## config.mk

```make
export PLATFORM = sky130hd
export DESIGN_NAME = scl_arb_engine
export DESIGN_NICKNAME = d
export VERILOG_FILES = /design/src/rtl/scl_arb_pkg.sv /design/src/rtl/scl_phase_gen.sv /design/src/rtl/arb_watch.sv /design/src/rtl/scl_arb_engine.sv
export SDC_FILE = /design/constraint.sdc
export NUM_CORES = 1
export LEC_CHECK = 0
export ABC_AREA = 1
export BUFFER_PORTS_ARGS = -buffer_cell sky130_fd_sc_hd__buf_2
export CORE_AREA = 2 2 75 63
export DETAILED_ROUTE_END_ITERATION = 12
export DIE_AREA = 0 0 77 65
export GPL_TIMING_DRIVEN = 0
export PLACE_DENSITY = 0.78
export SYNTH_ARGS = -nofsm -noshare
export SYNTH_HDL_FRONTEND = slang
export SYNTH_SLANG_ARGS = --single-unit
```

## constraint.sdc

```tcl
create_clock -name clk -period 3.6 [get_ports clk]
set_input_delay 0.36 -clock clk [delete_from_list [all_inputs] [get_ports clk]]
set_output_delay 0.36 -clock clk [all_outputs]
set_load 0.01 [all_outputs]
```

## src/rtl/scl_arb_pkg.sv

```systemverilog
package scl_arb_pkg;

    // Phases of the serial clock generator
    typedef enum logic [1:0] {
        PH_IDLE = 2'd0,   // generator off, SCL released
        PH_LOW  = 2'd1,   // driving SCL low, counting
        PH_WAIT = 2'd2,   // released, waiting for the bus to rise
        PH_HIGH = 2'd3    // bus high, counting
    } phase_e;

endpackage

```

## src/rtl/scl_phase_gen.sv

```systemverilog
module scl_phase_gen
    import scl_arb_pkg::*;
#(
    parameter int DIV_W = 16
) (
    input  logic             clk,
    input  logic             rst,
    input  logic [DIV_W-1:0] half_period,
    input  logic             run,
    input  logic             scl_in,
    output logic             scl_pull,
    output logic             bit_strobe
);

    localparam logic [DIV_W-1:0] MIN_PHASE = DIV_W'(2);

    typedef struct packed {
        phase_e           phase;
        logic [DIV_W-1:0] cnt;
        logic             strobe;
    } gen_t;

    gen_t s_d, s_q;

    logic [DIV_W-1:0] eff_len;
    logic [DIV_W-1:0] last_cnt;
    logic [DIV_W-1:0] tap_cnt;

    always_comb begin
        eff_len  = (half_period < MIN_PHASE) ? MIN_PHASE : half_period;
        last_cnt = eff_len - DIV_W'(1);
        tap_cnt  = (eff_len >> 1) - DIV_W'(1);

        s_d        = s_q;
        s_d.strobe = 1'b0;

        if (!run) begin
            s_d.phase = PH_IDLE;
            s_d.cnt   = '0;
        end else begin
            unique case (s_q.phase)
                PH_IDLE: begin
                    s_d.phase = PH_LOW;
                    s_d.cnt   = '0;
                end
                PH_LOW: begin
                    if (s_q.cnt >= last_cnt) begin
                        s_d.phase = PH_WAIT;
                        s_d.cnt   = '0;
                    end else begin
                        s_d.cnt = s_q.cnt + DIV_W'(1);
                    end
                end
                PH_WAIT: begin
                    // high count starts only once the wired-AND bus is high
                    if (scl_in) begin
                        s_d.phase = PH_HIGH;
                        s_d.cnt   = '0;
                    end
                end
                PH_HIGH: begin
                    if (!scl_in) begin
                        // another device ended the high phase: new low phase
                        s_d.phase = PH_LOW;
                        s_d.cnt   = '0;
                    end else begin
                        if (s_q.cnt == tap_cnt) s_d.strobe = 1'b1;
                        if (s_q.cnt >= last_cnt) begin
                            s_d.phase = PH_LOW;
                            s_d.cnt   = '0;
                        end else begin
                            s_d.cnt = s_q.cnt + DIV_W'(1);
                        end
                    end
                end
                default: begin
                    s_d.phase = PH_IDLE;
                    s_d.cnt   = '0;
                end
            endcase
        end
    end

    always_ff @(posedge clk) begin
        if (rst) s_q <= '{phase: PH_IDLE, cnt: '0, strobe: 1'b0};
        else     s_q <= s_d;
    end

    assign scl_pull   = (s_q.phase == PH_LOW);
    assign bit_strobe = s_q.strobe;


    gen_off_chk: assert property (@(posedge clk) disable iff (rst)
        !run |=> !scl_pull);


    low_hold_chk: assert property (@(posedge clk) disable iff (rst)
        (run && s_q.phase == PH_LOW && s_q.cnt < last_cnt) |=> scl_pull);


    wait_bus_chk: assert property (@(posedge clk) disable iff (rst)
        (run && s_q.phase == PH_WAIT && !scl_in) |=> (s_q.phase == PH_WAIT));


    early_low_chk: assert property (@(posedge clk) disable iff (rst)
        (run && s_q.phase == PH_HIGH && !scl_in) |=> scl_pull);


    strobe_high_chk: assert property (@(posedge clk) disable iff (rst)
        bit_strobe |-> $past(scl_in));


    strobe_single_chk: assert property (@(posedge clk) disable iff (rst)
        bit_strobe |=> !bit_strobe);

endmodule

```

## src/rtl/arb_watch.sv

```systemverilog
module arb_watch (
    input  logic clk,
    input  logic rst,
    input  logic sample,
    input  logic tx_active,
    input  logic tx_bit,
    input  logic sda_in,
    input  logic arb_clear,
    output logic arb_lost
);

    logic lost_d, lost_q;
    logic mismatch;

    always_comb begin
        mismatch = sample && tx_active && tx_bit && !sda_in;
        if (arb_clear)     lost_d = 1'b0;
        else if (mismatch) lost_d = 1'b1;
        else               lost_d = lost_q;
    end

    always_ff @(posedge clk) begin
        if (rst) lost_q <= 1'b0;
        else     lost_q <= lost_d;
    end

    assign arb_lost = lost_q;


    loss_set_chk: assert property (@(posedge clk) disable iff (rst)
        (sample && tx_active && tx_bit && !sda_in && !arb_clear) |=> arb_lost);


    loss_sticky_chk: assert property (@(posedge clk) disable iff (rst)
        (arb_lost && !arb_clear) |=> arb_lost);


    loss_clear_chk: assert property (@(posedge clk) disable iff (rst)
        arb_clear |=> !arb_lost);

endmodule

```

## src/rtl/scl_arb_engine.sv

```systemverilog
module scl_arb_engine #(
    parameter int DIV_W = 16
) (
    input  logic             clk,
    input  logic             rst,
    input  logic [DIV_W-1:0] half_period,
    input  logic             master_en,
    input  logic             tx_active,
    input  logic             tx_bit,
    input  logic             arb_clear,
    input  logic             scl_in,
    input  logic             sda_in,
    output logic             scl_pull,
    output logic             sda_pull,
    output logic             bit_strobe,
    output logic             arb_lost
);

    logic gen_run;

    assign gen_run = master_en && !arb_lost;

    scl_phase_gen #(
        .DIV_W(DIV_W)
    ) gen_i (
        .clk        (clk),
        .rst        (rst),
        .half_period(half_period),
        .run        (gen_run),
        .scl_in     (scl_in),
        .scl_pull   (scl_pull),
        .bit_strobe (bit_strobe)
    );

    arb_watch arb_i (
        .clk      (clk),
        .rst      (rst),
        .sample   (bit_strobe),
        .tx_active(tx_active),
        .tx_bit   (tx_bit),
        .sda_in   (sda_in),
        .arb_clear(arb_clear),
        .arb_lost (arb_lost)
    );

    assign sda_pull = master_en && tx_active && !tx_bit && !arb_lost;


    lost_quiet_chk: assert property (@(posedge clk) disable iff (rst)
        arb_lost |=> !scl_pull);


    disabled_quiet_chk: assert property (@(posedge clk) disable iff (rst)
        !master_en |=> (!scl_pull && !bit_strobe));

endmodule

```

==> key figures <==
Outcome
  • Status: finished, final reports clean

Floorplanning
  • Chip Width: 77 µm
  • Initial Util: 56.5%
  • Die extent in y: 65 µm
  • Placeable Area: 0.00435 mm²
  • Row count: 22
  • Number of I/O pins: 28
  • Die area: 0.00501 mm²

Synthesis
  • Synth Flop Type: dfxtp_1
  • Count of warnings emitted by yosys: 0
  • Asr flop ratio synth: 0%
  • Synthesis-stage register bit count: 20
  • Seq/Total Area, Yosys: 16.3%
  • Ranking of synthesized cells by area: dfxtp_1 16%, nand2_1 13%, ha_1 13%
  • Yosys top cell by area: dfxtp_1
  • Mapped Nets: 431
  • Most frequent cell after synthesis: nand2_1
  • Yosys top cell area share: 16.3%
  • Count of different cell masters after synthesis: 33
  • Synth top cells by count: 88 x nand2_1, 48 x inv_1, 40 x nor2_1, 28 x nand3_1
  • Post-synth EDFFs: 0
  • Cell count after synthesis: 382
  • Mapped cell area: 0.00246 mm²
  • Avg Cell Area, Syn: 6.43 µm²

Worst setup path
  • WS Path Type: in2reg
  • Top cell by count, worst path: nand2_1
  • Slowest stage cell, crit path: ha_1
  • Critical path data arrival time: 3560 ps
  • Worst path required time: 3790 ps
  • Worst Path Max Fanout: 10
  • Max incr delay on CP: 290 ps
  • Critical Path Source Type: input port
  • Worst setup EP type: flip-flop

Min path
  • Hold Crit Class: in2reg

Timing
  • Min cycle time layout: 3370 ps
  • Final setup TNS: 0 ps
  • Final Hold Vio Count: 0
  • Setup Skew: 2.83 ps
  • Final-report setup violation count: 0
  • Final hold slack: 250 ps
  • Fin crit share: 93.6%
  • Slew Viols, Final: 0
  • Slew @ Worst Pin: 508 ps
  • Slew HR: 66.2%
  • Max Freq: 0.297 GHz

Clock network
  • Num CTS Buffers: 3
  • Clk slew on worst S/H paths: 80 ps
  • Skew-Pair Late Insertion Delay: 260 ps
  • TritonCTS Sinks: 20
  • CTS tree: yes
  • Cts-stage hold buffer count: 0
  • CTS Buffer Depth: 2
  • # H-tree levels: 1
  • Root buffer cell: clkbuf_8

Global route
  • Vias in the first global route: 2282
  • Initial antenna violation count: 0
  • Global-route wire length before repair: 10200 µm
  • Pin count of the biggest net entering global routing: 13
  • Total gr overflow: 0
  • Total GRT Usage: 25.4%

Layout
  • Post-layout util: 64.0%
  • Diode count: 0
  • P&R area growth vs syn: 13.3%
  • Footprint of the multi-input gates: 0.00187 mm²
  • Share of cells above drive strength 1: 17.9%
  • Seq. cell area: 400 µm²
  • Nets: 464
  • Fillers: 412

Detailed routing
  • DRT Pass-1 Iters: 5
  • Antenna violation net count after detailed routing: 0
  • Initial DRC count: 115
  • DR DRC count: 0
  • Final wirelength: 6150 µm
  • Routed len/inst: 13.0 µm
  • Via count: 2467
  • Vias per cell: 5.20

Place
  • Final GP Congestion: 0.936
  • Port Buffers: 27
  • Placed wire-length estimate: 4870 µm

Power
  • Power Dens Cells: 208 mW/mm²
  • Leakage: 0.00136 µW
  • Total power: 580 µW
  • Maximum vdd drop: 0.232 mV

Run
  • Maxcap violations: 0
-- placed cells by master, fill, tap and decap left out, types with 2 or more instances in the layout --
master    count
nand2_1      87
nand3_2       5
clkbuf_1      2
nand2_2       6
buf_2        28
nand3_1      27
nor2_4        5
inv_2         6
nor2_1       37
nor3_1        3
o21ai_0       6
xnor2_1       7
nor2_2        6
nor3_2        3
o21ai_1       4
ha_1         24
dfxtp_1      20
nand4_1      14
a21oi_1      26
or2_2         2
clkbuf_8      3
inv_1        48
nand3b_4      2
nand3b_1      3
a21o_1        2
xor2_1       26
-- per-stage QoR --
step	instance area, µm²	instances	worst slack (ps)
after floorplan	2460	382	454
after global placement	2670	469	-267
after detailed placement	2670	469	-383
after CTS	2740	473	14.1
after global routing	2780	474	-20.9
final	2780	474	229
-- worst paths after layout --
check,from,to,slack (ps),depth (start not counted)
setup reg to reg,gen_i.s_q[14]$_SDFFE_PP0P_,gen_i.s_q[11]$_SDFFE_PP0P_,1560,11
hold reg to reg,arb_i.arb_lost$_SDFFE_PP0P_,arb_i.arb_lost$_SDFFE_PP0P_,510,2
setup / recovery,half_period[4],gen_i.s_q[11]$_SDFFE_PP0P_,230,25
hold / removal,arb_clear,arb_i.arb_lost$_SDFFE_PP0P_,250,2
-- critical path, delay by kind of cell --
| family | cells | cell delay, ps |
|---|---|---|
| buf+inv | 5 | 560 |
| fa+ha+maj | 2 | 510 |
| compound gates | 2 | 300 |
| xor+xnor | 1 | 150 |
| simple gates | 15 | 1690 |
-- registers in the layout, summed over array words and instances (netlist names) --
signal / cells
arb_i.arb_lost: 1
gen_i.bit_strobe: 1
gen_i.s_q: 18
-- routing by layer --
metal	vias to the layer above	GRT usage, %	part of all wire, %
met4	0	8.48	1.1
met5	-	0	0
li1	1301	-	-
met3	7	1.95	4.1
met2	50	43.6	47
met1	1109	33.8	48
-- power by group --
group          internal, µW  total (µW)  switching [µW]
Sequential              222         224            1.55
Combinational          47.9         132            84.2
Clock                   148         224            75.8
-- layout make-up --
class	count	share of cell area (%)
inverters	54	7.28
repair buffers	28	5.12
multi-input cells	304	67.1
clock inverters	1	1.08
clock buffers	3	1.48
plain buffers	4	0.854
flip-flops and latches	20	14.4
well taps	60	2.70
-- cells by family after synthesis --
logic type | after synthesis | synth area share [%]
buf+inv | 58 | 8.97
fa+ha+maj | 25 | 12.7
xor+xnor | 33 | 11.8
flops | 20 | 16.3
simple gates | 205 | 41.3
compound gates | 41 | 8.97
-- timing repair --
item	in CTS	in global routing
pin swaps	0	1
setup endpoints to repair	9	17
resized for setup	2	9
buffers inserted	0	1
Note: power is estimated with default switching activity, not from simulation.
